### src/rtl/txcr_pkg.sv
package txcr_pkg;
  typedef enum logic [1:0] {
    POL_STALL   = 2'd0,
    POL_AGE     = 2'd1,
    POL_MIXED   = 2'd2,
    POL_SPARE   = 2'd3
  } policy_e;

  typedef enum logic [1:0] {
    CT_WAR      = 2'd0,
    CT_RAW      = 2'd1,
    CT_WAW      = 2'd2,
    CT_WAW_ALT  = 2'd3
  } ctype_e;

  localparam int META_W = 4;

  typedef struct packed {
    logic              nack;
    logic              abort;
    logic [META_W-1:0] meta;
  } verdict_t;
endpackage

### src/rtl/txcr_ts_holder.sv
module txcr_ts_holder #(
  parameter int TS_W = 16
) (
  input  logic            clk,
  input  logic            rst_n,
  input  logic [TS_W-1:0] gtime,
  input  logic            txn_begin,
  input  logic            txn_commit,
  output logic            ts_held,
  output logic [TS_W-1:0] own_ts
);
  always_ff @(posedge clk) begin
    if (!rst_n) begin
      ts_held <= 1'b0;
      own_ts  <= '0;
    end else if (txn_commit) begin
      ts_held <= 1'b0;
    end else if (txn_begin && !ts_held) begin
      ts_held <= 1'b1;
      own_ts  <= gtime;
    end
  end
endmodule

### src/rtl/txcr_arbiter.sv
module txcr_arbiter
  import txcr_pkg::*;
#(
  parameter int TS_W    = 16,
  parameter int ID_W    = 4,
  parameter int CORE_ID = 0
) (
  input  logic            ts_held,
  input  logic [TS_W-1:0] own_ts,
  input  logic [TS_W-1:0] req_ts,
  input  logic [ID_W-1:0] req_id,
  input  logic [1:0]      policy,
  input  logic [1:0]      ctype,
  output verdict_t        verdict,
  output logic            req_older
);
  localparam logic [ID_W-1:0] OWN_ID = ID_W'(CORE_ID);

  logic [2:0] type_bits;
  logic       is_war;
  logic       yield;

  always_comb begin
    req_older = (req_ts < own_ts) || ((req_ts == own_ts) && (req_id < OWN_ID));
  end

  always_comb begin
    unique case (ctype_e'(ctype))
      CT_WAR:  type_bits = 3'b001;
      CT_RAW:  type_bits = 3'b010;
      default: type_bits = 3'b100;
    endcase
    is_war = (ctype_e'(ctype) == CT_WAR);
  end

  always_comb begin
    unique case (policy_e'(policy))
      POL_AGE:   yield = req_older;
      POL_MIXED: yield = is_war && req_older;
      default:   yield = 1'b0;
    endcase
  end

  always_comb begin
    verdict = '0;
    if (ts_held) begin
      verdict.abort = yield;
      verdict.nack  = !yield;
      if (!yield) verdict.meta = {!req_older, type_bits};
    end
  end
endmodule

### src/rtl/txcr_deadlock_watch.sv
module txcr_deadlock_watch (
  input  logic clk,
  input  logic rst_n,
  input  logic ts_held,
  input  logic nacked_older,
  input  logic clear,
  input  logic own_req_nacked,
  input  logic own_nack_resp_older,
  output logic dl_abort
);
  logic refused_older_q;

  always_ff @(posedge clk) begin
    if (!rst_n)            refused_older_q <= 1'b0;
    else if (clear)        refused_older_q <= 1'b0;
    else if (nacked_older) refused_older_q <= 1'b1;
  end

  always_comb begin
    dl_abort = ts_held && refused_older_q && own_req_nacked && own_nack_resp_older;
  end
endmodule

### src/rtl/txn_conflict_resolver.sv
module txn_conflict_resolver
  import txcr_pkg::*;
#(
  parameter int TS_W    = 16,
  parameter int ID_W    = 4,
  parameter int CORE_ID = 0
) (
  input  logic              clk,
  input  logic              rst_n,
  input  logic [TS_W-1:0]   gtime,
  input  logic              txn_begin,
  input  logic              txn_commit,
  input  logic              conf_valid,
  output logic              conf_ready,
  input  logic [1:0]        conf_policy,
  input  logic [1:0]        conf_type,
  input  logic [TS_W-1:0]   conf_req_ts,
  input  logic [ID_W-1:0]   conf_req_id,
  output logic              resp_valid,
  input  logic              resp_ready,
  output logic              resp_nack,
  output logic              resp_abort,
  output logic [META_W-1:0] resp_meta,
  input  logic              own_req_nacked,
  input  logic              own_nack_resp_older,
  output logic              abort_req,
  output logic              stall_retry
);
  logic            ts_held;
  logic [TS_W-1:0] own_ts;
  verdict_t        verdict;
  verdict_t        resp_q;
  logic            req_older;
  logic            accept;
  logic            accept_yield;
  logic            dl_abort;
  logic            abort_now;

  txcr_ts_holder #(.TS_W(TS_W)) ts_i (
    .clk(clk), .rst_n(rst_n), .gtime(gtime),
    .txn_begin(txn_begin), .txn_commit(txn_commit),
    .ts_held(ts_held), .own_ts(own_ts)
  );

  txcr_arbiter #(.TS_W(TS_W), .ID_W(ID_W), .CORE_ID(CORE_ID)) arb_i (
    .ts_held(ts_held), .own_ts(own_ts),
    .req_ts(conf_req_ts), .req_id(conf_req_id),
    .policy(conf_policy), .ctype(conf_type),
    .verdict(verdict), .req_older(req_older)
  );

  always_comb begin
    conf_ready   = !resp_valid || resp_ready;
    accept       = conf_valid && conf_ready;
    accept_yield = accept && verdict.abort;
    abort_now    = accept_yield || dl_abort;
  end

  txcr_deadlock_watch dl_i (
    .clk(clk), .rst_n(rst_n), .ts_held(ts_held),
    .nacked_older(accept && verdict.nack && req_older),
    .clear(abort_now || txn_begin || txn_commit),
    .own_req_nacked(own_req_nacked),
    .own_nack_resp_older(own_nack_resp_older),
    .dl_abort(dl_abort)
  );

  always_ff @(posedge clk) begin
    if (!rst_n) begin
      resp_valid  <= 1'b0;
      resp_q      <= '0;
      abort_req   <= 1'b0;
      stall_retry <= 1'b0;
    end else begin
      if (accept) begin
        resp_valid <= 1'b1;
        resp_q     <= verdict;
      end else if (resp_ready) begin
        resp_valid <= 1'b0;
      end
      abort_req   <= abort_now;
      stall_retry <= own_req_nacked && !abort_now;
    end
  end

  always_comb begin
    resp_nack  = resp_q.nack;
    resp_abort = resp_q.abort;
    resp_meta  = resp_q.meta;
  end
endmodule

### config.mk
export PLATFORM = sky130hd
export DESIGN_NAME = txn_conflict_resolver
export DESIGN_NICKNAME = d
export VERILOG_FILES = /design/src/rtl/txcr_pkg.sv /design/src/rtl/txcr_ts_holder.sv /design/src/rtl/txcr_arbiter.sv /design/src/rtl/txcr_deadlock_watch.sv /design/src/rtl/txn_conflict_resolver.sv
export SDC_FILE = /design/constraint.sdc
export NUM_CORES = 1
export LEC_CHECK = 0
export BUFFER_PORTS_ARGS = -buffer_cell sky130_fd_sc_hd__buf_4
export CAP_MARGIN = 20
export CORE_MARGIN = 2
export CORE_UTILIZATION = 43
export CTS_CLUSTER_SIZE = 40
export DETAILED_ROUTE_END_ITERATION = 8
export GPL_ROUTABILITY_DRIVEN = 0
export PLACE_DENSITY = 0.87
export SLEW_MARGIN = 10
export SYNTH_ARGS = -nofsm -noshare
export SYNTH_HDL_FRONTEND = slang
export SYNTH_SLANG_ARGS = --single-unit
export TNS_END_PERCENT = 100
### constraint.sdc
create_clock -name clk -period 1.9 [get_ports clk]
set_clock_uncertainty 0.1 [all_clocks]
set_input_delay 0.095 -clock clk [delete_from_list [all_inputs] [get_ports clk]]
set_output_delay 0.095 -clock clk [all_outputs]
set_load 0.005 [all_outputs]
==> flow_metrics.tcl <==
set metrics [dict create \
    first_global_vias 1423 \
    cts_tree "done" \
    initial_core_util 0.442 \
    cts_buf_count 3 \
    drv.max_cap_violation_count 0 \
    critPathRequiredTime_ns 2.07 \
    setup.reg_to_reg.worst_slack_ns -0.20 \
    layout-area-overhead-vs-synth_pct 64.9 \
    synthesis.instances 179 \
    switchingPower_uw 335 \
    p_int_uw 857 \
    ant_nets 0 \
    grt.overflow.total 0 \
    vias 1469 \
    violations_in_the_final_reports "negative setup slack" \
    cellPowerDensity_nw_per_um2 499 \
    ys.warnings.count 0 \
    layout.nets 329 \
    timing.critical_path.to_type "flop" \
    synth_commonest_cells "nand2_1 (50), dfxtp_1 (27), inv_1 (20)" \
    power.sequential.fraction 0.504 \
    deepest_clock_path_buffer_count 2 \
    synthXorXnorAreaFrac 0 \
    clock-sinks 27 \
    die-area_um2 3850 \
    setup_violations 8 \
    synth_compound_gate_area_share 0.192 \
    start_kind "flop" \
    peak_supply_drop_mv 0.268 \
    timing.final.max_slew_violations 0 \
    number_of_flops_mapped_to_enable_cells_by_yosys 0 \
    firstDrtPassIters 4 \
    pre_cts_ws_ns -0.282 \
    ff2ff_path_depth 8 \
    post_synth_mux_area_share 0 \
    dp_hpwl_um 2600 \
    viasPerCell 4.75 \
    largest_family_of_logic_cells_by_synthesized_area "simple AND/OR/NAND/NOR gates" \
    final_layout_size_suffix_gt1_frac 0.399 \
    worst_setup_hold_path_clk_slew_ns 0.17 \
    io_pins 58 \
    core_area_um2 3280 \
    timing.hold.worst.start "resp_ready" \
    area_of_the_mapped_netlist_um2 1450 \
    antenna_violations_before_repair 0 \
    die_y_um 62.1 \
    post-route-worst-setup-slack_ns -0.197 \
    leakage_uw 0.000998 \
    yosysUniqueCellTypes 28 \
    synthesis.area_per_instance_um2 8.10 \
    worstHoldPathType "input pin to flop" \
    grt_pass1_wl_um 5830 \
    worstPathArrival_ns 2.27 \
    whs_path_depth 3 \
    timing.final.crit_share 1.10 \
    pwr-share-clk 0.223 \
    rsz0062_at_grt "yes" \
    crit-reg2reg-launch "ts_i.own_ts[5]$_SDFFE_PN0P_" \
    die_x_um 62.1 \
    synth-simple-area-share 0.223 \
    htreeDepth 1 \
    crit-reg2reg-capture "dl_i.refused_older_q$_SDFFE_PP0P_" \
    totalWireLength_um 3790 \
    async_reset_ff_frac 0 \
    synth_ff_type "dfxtp_1" \
    clk_tree_root_cell "clkbuf_4" \
    tightest_slew_ns 0.331 \
    fmax_mhz 477 \
    clock_insertion_delay_worst_skew_ns 0.35 \
    synth-adder-area-share 0.147 \
    synth_fp_nets 244 \
    wl_per_cell_um 12.3 \
    hold_violations 0 \
    synth_area_leader "dfxtp_1" \
    grt_max_degree 25 \
    drt_iter0_markers 34 \
    min_period_ns 2.10 \
    std_cell_rows 21 \
    antennaDiodeCount 0 \
    timing.slew.headroom 0.779 \
    synth_seq_area_share 0.373 \
    yosys_register_bits 27 \
    detail_route.drc_violations 0 \
    netlist.area_leader.share 0.373 \
    timing.critical_path.fanout_max 3 \
    post-synth-top-count-cell "nand2_1" \
    setup.worst_path.class "flop to flop" \
    power_switching_share 0.281 \
    run_status "finished, violations left" \
    number_of_input_and_output_port_buffers_inserted 53 \
    ys_top_cells_by_area "dfxtp_1 (37%), ha_1 (15%), nand2_1 (13%)" \
    timing.hold.ws_ns 0.0127 \
    p_comb_frac 0.273 \
    globalRouteTotalUtil 0.205 \
    worstHoldEndpoint "resp_valid$_SDFFE_PN0P_" \
]
power groups by stage:
stage	combinational [uW]	sequential [uW]	clock, uW
floorplan	118	609	0
global placement	229	610	0
detailed placement	237	611	0
CTS	295	601	269
global route	361	604	287
finish	325	601	266
per-layer routing:
| metal | routed length, um | up-vias | global-route usage |
|---|---|---|---|
| li1 | - | 756 | - |
| met1 | 1560 | 666 | 0.240 |
| met2 | 2020 | 40 | 0.379 |
| met3 | 144 | 7 | 0.0186 |
| met4 | 69 | 0 | 0.0790 |
| met5 | 0 | - | 0 |
through the flow:
| step | util | cells | TNS (ns) | instance area, um2 | power (uW) |
|---|---|---|---|---|---|
| 4_1_cts | 0.696 | 306 | -0.372 | 2290 | 1160 |
| 3_5_place_dp | 0.587 | 278 | -1.13 | 1930 | 848 |
| 6_report | 0.728 | 309 | -0.690 | 2390 | 1190 |
| 5_1_grt | 0.728 | 309 | -1.43 | 2390 | 1250 |
| 2_1_floorplan | - | 179 | -0.156 | 1450 | 727 |
| 3_3_place_gp | 0.587 | 278 | -0.862 | 1930 | 839 |
flip-flops by register name, summed over array words and instances, names as in the netlist:
| register | flops |
|---|---|
| resp_abort | 1 |
| ts_i.own_ts | 16 |
| resp_valid | 1 |
| ts_i.ts_held | 1 |
| resp_meta | 4 |
| dl_i.refused_older_q | 1 |
| resp_nack | 1 |
| abort_req | 1 |
| stall_retry | 1 |
repair_timing:
action                                 in CTS  in global routing
gates resized for setup                    23                 16
hold buffers                               24                  0
gates cloned                                0                  0
buffers inserted                            0                  3
setup endpoints to repair                   9                  9
pin swaps                                  14                  7
endpoints found under the hold margin      23                  0
how the worst max path moves through the flow:
stage / start / endpoint / slack [ns] / cells after the start
3_3_place_gp: ts_i.own_ts[2]$_SDFFE_PN0P_ / dl_i.refused_older_q$_SDFFE_PP0P_ / -0.17 / 8
5_1_grt: ts_i.own_ts[13]$_SDFFE_PN0P_ / abort_req$_SDFF_PN0_ / -0.28 / 9
4_1_cts: ts_i.own_ts[12]$_SDFFE_PN0P_ / dl_i.refused_older_q$_SDFFE_PP0P_ / -0.21 / 8
2_1_floorplan: ts_i.own_ts[13]$_SDFFE_PN0P_ / dl_i.refused_older_q$_SDFFE_PP0P_ / -0.16 / 8
3_5_place_dp: ts_i.own_ts[2]$_SDFFE_PN0P_ / dl_i.refused_older_q$_SDFFE_PP0P_ / -0.28 / 8
6_report: ts_i.own_ts[5]$_SDFFE_PN0P_ / dl_i.refused_older_q$_SDFFE_PP0P_ / -0.20 / 8
cell usage in the layout, fill, tap and decap left out, types with 6 or more instances in the layout:
cell / netlist / routed
ha_4: 0 / 8
a21boi_0: 16 / 16
inv_1: 20 / 15
buf_4: 0 / 61
nand2_1: 50 / 50
nor2_1: 7 / 6
o21ai_1: 2 / 7
ha_1: 17 / 9
dfxtp_2: 0 / 10
dfxtp_1: 27 / 17
dlygate4sd3_1: 0 / 24
kinds of logic (layout without fill, tap and decap cells):
| group | after synthesis | after routing |
|---|---|---|
| AND/OR/NAND/NOR | 73 | 73 |
| AO/OA/AOI/OAI | 37 | 37 |
| flip-flops | 27 | 27 |
| buffers and inverters | 25 | 109 |
| adder cells (fa/ha/maj) | 17 | 17 |
area by class of cell:
cell class,instances,area (um2)
clock buffer,3,22.5
clock inverter,1,7.51
sequential,27,553
tap,46,57.6
timing repair buffer,85,698
inverter,20,75.1
fill,254,893
multi-input combinational,127,977
critical path, stage by stage (launching register included):
cell and delay [ns]:
dfxtp_2 0.36, inv_1 0.04, ha_1 0.31, a21oi_2 0.15
o21ai_1 0.08, a21oi_2 0.17, o41ai_4 0.11, or3_4 0.35
a2111oi_4 0.34
Note: power is estimated with default switching activity, not from simulation.
